**config.mk**
```make
export PLATFORM = sky130hd
export DESIGN_NAME = disp_evt_clkgen
export DESIGN_NICKNAME = d
export VERILOG_FILES = /design/src/rtl/disp_evt_pkg.sv /design/src/rtl/disp_sync_edge.sv /design/src/rtl/disp_evt_pick.sv /design/src/rtl/disp_evt_counter.sv /design/src/rtl/disp_evt_clkgen.sv
export SDC_FILE = /design/constraint.sdc
export NUM_CORES = 1
export LEC_CHECK = 0
export ABC_AREA = 1
export BUFFER_PORTS_ARGS = -buffer_cell sky130_fd_sc_hd__buf_2
export CORE_AREA = 3 3 89 91
export CTS_CLUSTER_DIAMETER = 100
export DETAILED_ROUTE_END_ITERATION = 16
export DIE_AREA = 0 0 92 94
export GPL_TIMING_DRIVEN = 1
export HOLD_SLACK_MARGIN = 0.02
export PLACE_DENSITY = 0.65
export SYNTH_ARGS = -nofsm -noshare
export SYNTH_HDL_FRONTEND = slang
export SYNTH_HIERARCHICAL = 1
export SYNTH_SLANG_ARGS = --single-unit
```
**constraint.sdc**
```tcl
create_clock -name clk -period 2 [get_ports clk]
set_input_delay 0.3 -clock clk [delete_from_list [all_inputs] [get_ports clk]]
set_output_delay 0.3 -clock clk [all_outputs]
set_load 0.05 [all_outputs]
```
**src/rtl/disp_evt_pkg.sv**
```systemverilog
// Shared definitions for the display timing event clock generator.
// Assumes an eight-entry event pool indexed by a three-bit select code.
package disp_evt_pkg;
    localparam int SEL_W   = 3;
    localparam int NUM_EVT = 1 << SEL_W;
    localparam int N_SYNC  = 3;

    typedef logic [SEL_W-1:0] evt_sel_t;

    // Position of each event in the shared pool; the select codes depend on it.
    typedef enum logic [SEL_W-1:0] {
        EV_LINE_UF  = 3'd0,
        EV_FRAME_UF = 3'd1,
        EV_HS_RISE  = 3'd2,
        EV_HS_FALL  = 3'd3,
        EV_VS_RISE  = 3'd4,
        EV_VS_FALL  = 3'd5,
        EV_TE_RISE  = 3'd6,
        EV_TE_FALL  = 3'd7
    } evt_id_e;
endpackage

```
**src/rtl/disp_sync_edge.sv**
```systemverilog
// Synchronizes one asynchronous level into the system clock domain and
// produces one-cycle rising and falling edge pulses.
// Assumes the input stays stable for at least one clock between changes.
module disp_sync_edge #(
    parameter int SYNC_STAGES = 2
) (
    input  logic clk,
    input  logic rst_n,
    input  logic din,
    output logic rise,
    output logic fall
);
    localparam int LAST = SYNC_STAGES;

    logic [LAST:0] shf_q;

    // Synchronizer chain plus one history flop for edge detection.
    always_ff @(posedge clk) begin
        if (!rst_n) shf_q <= '0;
        else        shf_q <= {shf_q[LAST-1:0], din};
    end

    assign rise = shf_q[LAST-1] & ~shf_q[LAST];
    assign fall = ~shf_q[LAST-1] & shf_q[LAST];

    AST_EDGE_EXCLUSIVE: assert property (@(posedge clk) disable iff (!rst_n)
        !(rise && fall));
    AST_RISE_ONE_CYCLE: assert property (@(posedge clk) disable iff (!rst_n)
        rise |=> !rise);
    AST_FALL_ONE_CYCLE: assert property (@(posedge clk) disable iff (!rst_n)
        fall |=> !fall);
endmodule

```
**src/rtl/disp_evt_pick.sv**
```systemverilog
// Picks one event out of the shared pool by a select code.
// CODE0_NONE makes code 0 mean "no event"; code 1 is remapped to pool
// entry CODE1_IDX; other codes index the pool directly.
module disp_evt_pick
    import disp_evt_pkg::*;
#(
    parameter bit CODE0_NONE = 1'b0,
    parameter int CODE1_IDX  = 1
) (
    input  logic [NUM_EVT-1:0] pool,
    input  evt_sel_t           sel,
    output logic               evt
);
    localparam evt_sel_t IDX1 = evt_sel_t'(CODE1_IDX);

    // Decode the select code into a single event.
    always_comb begin
        if (CODE0_NONE && sel == '0) evt = 1'b0;
        else if (sel == evt_sel_t'(1)) evt = pool[IDX1];
        else evt = pool[sel];
    end
endmodule

```
**src/rtl/disp_evt_counter.sv**
```systemverilog
// Reloadable down-counter with a registered underflow pulse.
// Assumes advance and reload are single-cycle qualified strobes; reload
// has priority and suppresses the underflow.
module disp_evt_counter #(
    parameter int CNT_W = 16
) (
    input  logic             clk,
    input  logic             rst_n,
    input  logic             adv,
    input  logic             reload,
    input  logic [CNT_W-1:0] rld_val,
    output logic [CNT_W-1:0] cnt_o,
    output logic             uf_o
);
    logic [CNT_W-1:0] cnt_q;
    logic             uf_q;

    // Count state: reload wins, otherwise decrement or wrap on advance.
    always_ff @(posedge clk) begin
        if (!rst_n) begin
            cnt_q <= '0;
            uf_q  <= 1'b0;
        end else if (reload) begin
            cnt_q <= rld_val;
            uf_q  <= 1'b0;
        end else if (adv) begin
            cnt_q <= (cnt_q == '0) ? rld_val : cnt_q - 1'b1;
            uf_q  <= (cnt_q == '0);
        end else begin
            uf_q  <= 1'b0;
        end
    end

    assign cnt_o = cnt_q;
    assign uf_o  = uf_q;

    AST_RELOAD_LOADS: assert property (@(posedge clk) disable iff (!rst_n)
        reload |=> cnt_q == $past(rld_val));
    AST_RELOAD_NO_UF: assert property (@(posedge clk) disable iff (!rst_n)
        reload |=> !uf_q);
    AST_IDLE_HOLDS: assert property (@(posedge clk) disable iff (!rst_n)
        (!adv && !reload) |=> ($stable(cnt_q) && !uf_q));
    AST_WRAP_AT_ZERO: assert property (@(posedge clk) disable iff (!rst_n)
        (adv && !reload && cnt_q == '0) |=> (uf_q && cnt_q == $past(rld_val)));
    AST_DECREMENT: assert property (@(posedge clk) disable iff (!rst_n)
        (adv && !reload && cnt_q != '0) |=> (!uf_q && cnt_q == $past(cnt_q) - 1'b1));
endmodule

```
**src/rtl/disp_evt_clkgen.sv**
```systemverilog
// Display timing event clock generator: two cross-coupled down-counters
// whose count source, reload trigger and output ticks are chosen from a
// shared pool of synchronized sync edges and registered underflows.
// Assumes configuration inputs are quasi-static apart from the force bits.
module disp_evt_clkgen
    import disp_evt_pkg::*;
#(
    parameter int CNT_W       = 16,
    parameter int SYNC_STAGES = 2
) (
    input  logic             clk,
    input  logic             rst_n,
    input  logic             hsync_in,
    input  logic             vsync_in,
    input  logic             te_in,
    input  logic [2:0]       cfg_line_out_sel,
    input  logic [2:0]       cfg_frame_out_sel,
    input  logic             cfg_line_cnt_en,
    input  logic [2:0]       cfg_frame_cnt_sel,
    input  logic [2:0]       cfg_line_rld_sel,
    input  logic [2:0]       cfg_frame_rld_sel,
    input  logic             line_force_rld,
    input  logic             frame_force_rld,
    input  logic [CNT_W-1:0] line_rld_val,
    input  logic [CNT_W-1:0] frame_rld_val,
    output logic             line_tick,
    output logic             frame_tick
);
    logic [NUM_EVT-1:0] pool;
    logic [N_SYNC-1:0]  sync_in;
    logic [N_SYNC-1:0]  sy_rise, sy_fall;
    logic               line_uf, frame_uf;
    logic               frame_adv, line_hw_rld, frame_hw_rld;
    logic               line_reload, frame_reload;
    logic [CNT_W-1:0]   line_cnt, frame_cnt;

    assign sync_in = {te_in, vsync_in, hsync_in};

    // One synchronizer and edge detector per sync input; pool order is fixed.
    for (genvar g = 0; g < N_SYNC; g++) begin : g_sync
        disp_sync_edge #(.SYNC_STAGES(SYNC_STAGES)) u_se (
            .clk  (clk),
            .rst_n(rst_n),
            .din  (sync_in[g]),
            .rise (sy_rise[g]),
            .fall (sy_fall[g])
        );
        assign pool[int'(EV_HS_RISE) + 2*g] = sy_rise[g];
        assign pool[int'(EV_HS_FALL) + 2*g] = sy_fall[g];
    end

    assign pool[EV_LINE_UF]  = line_uf;
    assign pool[EV_FRAME_UF] = frame_uf;

    // Output tick selection: all eight codes index the pool directly.
    disp_evt_pick #(.CODE0_NONE(1'b0), .CODE1_IDX(int'(EV_FRAME_UF))) u_line_out (
        .pool(pool), .sel(cfg_line_out_sel), .evt(line_tick));
    disp_evt_pick #(.CODE0_NONE(1'b0), .CODE1_IDX(int'(EV_FRAME_UF))) u_frame_out (
        .pool(pool), .sel(cfg_frame_out_sel), .evt(frame_tick));

    // Frame count source: code 0 off, code 1 line underflow.
    disp_evt_pick #(.CODE0_NONE(1'b1), .CODE1_IDX(int'(EV_LINE_UF))) u_frame_cs (
        .pool(pool), .sel(cfg_frame_cnt_sel), .evt(frame_adv));

    // Hardware reload sources: code 0 none, code 1 the other counter's underflow.
    disp_evt_pick #(.CODE0_NONE(1'b1), .CODE1_IDX(int'(EV_FRAME_UF))) u_line_hr (
        .pool(pool), .sel(cfg_line_rld_sel), .evt(line_hw_rld));
    disp_evt_pick #(.CODE0_NONE(1'b1), .CODE1_IDX(int'(EV_LINE_UF))) u_frame_hr (
        .pool(pool), .sel(cfg_frame_rld_sel), .evt(frame_hw_rld));

    assign line_reload  = line_force_rld  | line_hw_rld;
    assign frame_reload = frame_force_rld | frame_hw_rld;

    disp_evt_counter #(.CNT_W(CNT_W)) u_line_cnt (
        .clk(clk), .rst_n(rst_n), .adv(cfg_line_cnt_en), .reload(line_reload),
        .rld_val(line_rld_val), .cnt_o(line_cnt), .uf_o(line_uf));

    disp_evt_counter #(.CNT_W(CNT_W)) u_frame_cnt (
        .clk(clk), .rst_n(rst_n), .adv(frame_adv), .reload(frame_reload),
        .rld_val(frame_rld_val), .cnt_o(frame_cnt), .uf_o(frame_uf));

    AST_LINE_DISABLED: assert property (@(posedge clk) disable iff (!rst_n)
        !cfg_line_cnt_en |=> !line_uf);
    AST_FRAME_DISABLED: assert property (@(posedge clk) disable iff (!rst_n)
        (cfg_frame_cnt_sel == 3'd0) |=> !frame_uf);
    AST_XCOUPLE_LATENCY: assert property (@(posedge clk) disable iff (!rst_n)
        (cfg_frame_cnt_sel == 3'd1 && line_uf && !frame_reload && frame_cnt == '0)
        |=> frame_uf);
    AST_LINE_HW_RELOAD: assert property (@(posedge clk) disable iff (!rst_n)
        (cfg_line_rld_sel == 3'd1 && frame_uf) |=> line_cnt == $past(line_rld_val));
    AST_FRAME_HW_RELOAD: assert property (@(posedge clk) disable iff (!rst_n)
        (cfg_frame_rld_sel == 3'd1 && line_uf) |=> (!frame_uf && frame_cnt == $past(frame_rld_val)));
endmodule

```
==> qor.txt <==
Status = finished, final reports clean
Tightest Pin Transition = 307 ps
Worst vdd ir = 0.334 mV
Commonest cells post-synth = 156 x nand2_1, 106 x inv_1, 48 x a21oi_1
Placer Congestion = 0.931
Syn Nets = 611
Initial Utilization = 44.7%
Mapped cell area = 0.00322 mm²
Worst path most repeated cell = inv_1
Share of the synthesized area in the top cell type = 26.7%
Post-synth ARST share = 0%
Cell count after synthesis = 552
Crit start category = flop
Mean Syn Cell Area = 5.84 µm²
Crit. End Element = flop
Initial antenna violation count = 0
Largest net degree at the start of global routing = 19
Critical Path AT = 1990 ps
Hold Crit Class = input port to flop
CORE AREA = 0.00721 mm²
Root buffer cell = clkbuf_8
YS warnings = 6
Top-count cell post-synth = nand2_1
CTS Hold Bufs = 0
Top post-synthesis cells by area = dfxtp_1 27%, nand2_1 18%, inv_1 12%
Pwr dens = 631 mW/mm²
Synth cell types = 24
Clock buffer depth = 2
Clock Latency Late Sink = 290 ps
Slowest CP cell = dfxtp_1
Max incr delay on CP = 380 ps
IO Pins = 57
Pre-antenna DRT Iters = 5
Share of cells above drive strength 1 = 21.0%
Main flop type after synthesis = dfxtp_1
Core Util, Final = 53.0%
# DRC = 0
Max-slew violation count = 0
FMAX = 559 MHz
Worst-path clk slew = 90 ps
DR vias/cell = 4.78
Setup Viol. Count Final = 0
HPWL Detailed = 6.09 mm
Vias in the first global route = 3104
Required time worst endpoint = 2200 ps
H-tree Lvls = 2
TritonCTS buffer count = 5
Max-cap violations = 0
Routed WL per cell = 11.3 µm
Layout overhead on the synthesized area = 18.7%
Relative max-transition margin = 79.5%
Die X = 92 µm
Overall routing resource usage = 18.8%
Cell taking the most area after synthesis = dfxtp_1
Post-Route Skew = 11.1 ps
CP max FO = 16
Fin crit share = 89.5%
Fin nets = 674
First-pass GRT wire length = 13.5 mm
Placement Rows = 31
Drt total wl = 8.04 mm
Seq cells post-synth = 43
Routed vias = 3414
CP Class = flop to flop
Final Hold Fails = 0
Crit path cell chain = inv_1 > nor2_4 > inv_1 > nand2_1 > nand3_1 > nand3_1 > nand2_1 > inv_1 > inv_1 > nand2_1 > nor2_4 > buf_4 > a21oi_1 > o21ai_0 > nand2_1 > inv_1
Clk sinks = 43
Sequential area share after synthesis = 26.7%
Final Critical Period = 1790 ps
Initial DRC count = 191
# diodes = 0
Area of the die = 0.00865 mm²
RSZ-0062 raised after global routing = false
Design area = 0.00382 mm²
Gr ovfl total = 0
Die Height = 94 µm
Post-DRT Antenna Nets = 0
DP Area = 0.00361 mm²
EDFF count, synth = 0
CTS tree = yes
Leak = 2.01 nW
Filler Cell Count = 786
I/O Buffers = 56
==> where the power goes <==
group / total, W / leakage [nW] / switching, W / internal [W]
Combinational: 0.000822 / 1.60 / 0.000506 / 0.000317
Clock: 0.000566 / 0.0470 / 0.000295 / 0.000271
Sequential: 0.00102 / 0.359 / 0.0000881 / 0.000937
Total: 0.00241 / 2.01 / 0.000888 / 0.00153
==> final timing paths <==
kind / endpoint / slack, ps / from / cells after the start
max: u_line_cnt/cnt_o[0] / 210 / g_sync[0].u_se/shf_q[2] / 16
min: g_sync[1].u_se/shf_q[0] / 190 / vsync_in / 3
max reg2reg: u_line_cnt/cnt_o[0] / 210 / g_sync[0].u_se/shf_q[2] / 16
min reg2reg: g_sync[0].u_se/shf_q[1] / 410 / g_sync[0].u_se/shf_q[0] / 2
==> placed cells by master (no fill, tap or decap), drive strengths merged <==
master	n
nor3	2
inv	112
nand3b	6
clkbuf	6
clkinv	1
xnor2	2
a21oi	48
xor2	8
or2	2
nand2	162
ha	4
nand3	52
o21ai	34
dfxtp	43
nor2	62
clkinvlp	2
buf	67
nand4	2
==> cell type report <==
cell class	count	area [µm²]	area share, %
clock inverter	1	5.00	0.131
tap	99	124	3.24
timing repair buffer	67	388	10.1
multi-input combinational	384	1920	50.2
inverter	113	430	11.3
timing repair inverter	1	7.51	0.196
clock buffer	6	82.6	2.16
sequential	43	867	22.7
==> per-stage QoR <==
| stage | cells | TNS [ps] | setup slack (ps) | hold slack (ps) | total power, W |
|---|---|---|---|---|---|
| floorplan | 552 | 0 | 301 | 386 | 0.00162 |
| global placement | 701 | -50.6 | -12.9 | 397 | 0.00181 |
| detailed placement | 701 | -791 | -108 | 402 | 0.00183 |
| CTS | 708 | 0 | 42.9 | 185 | 0.00241 |
| global route | 714 | 0 | 5.78 | 192 | 0.00260 |
| finish | 714 | 0 | 210 | 192 | 0.00241 |
==> flip-flops by register name (all words and copies together) (netlist names) <==
signal / flops
u_frame_cnt/cnt_o: 16
u_line_cnt/cnt_o: 16
g_sync.u_se/shf_q: 9
u_frame_cnt/uf_o: 1
u_line_cnt/uf_o: 1
==> worst max-delay path, delay by kind of cell, from the launching register on <==
kind            cells  cell delay (ps)
compound gates      2              250
buf+inv             6              430
flops               1              380
simple gates        8              640
==> per-layer routing <==
metal	wire, µm	vias up	global-route usage (%)
li1	-	1815	-
met1	3920	1509	26.0
met2	3670	84	31.3
met3	378	6	2.32
met4	77	0	4.33
met5	0	-	0
==> cell families after synthesis <==
kind of cell,count (synthesis),share of synthesized area [%]
and+or+nand+nor,288,40.8
buffers and inverters,125,15.5
AOI/OAI and AO/OA,82,12.7
DFF,43,26.7
xor gates and xnor gates,10,2.72
adders and majority gates,4,1.55
==> what timing repair did <==
| item | 4_1_cts | 5_1_grt |
|---|---|---|
| setup endpoints to repair | 8 | 32 |
| hold endpoints to repair | 0 | 0 |
| buffers inserted | 0 | 5 |
| gates cloned | 0 | 1 |
| pin swaps | 0 | 3 |
| gates resized for setup | 1 | 23 |
Power figures use the tool's default switching activity.
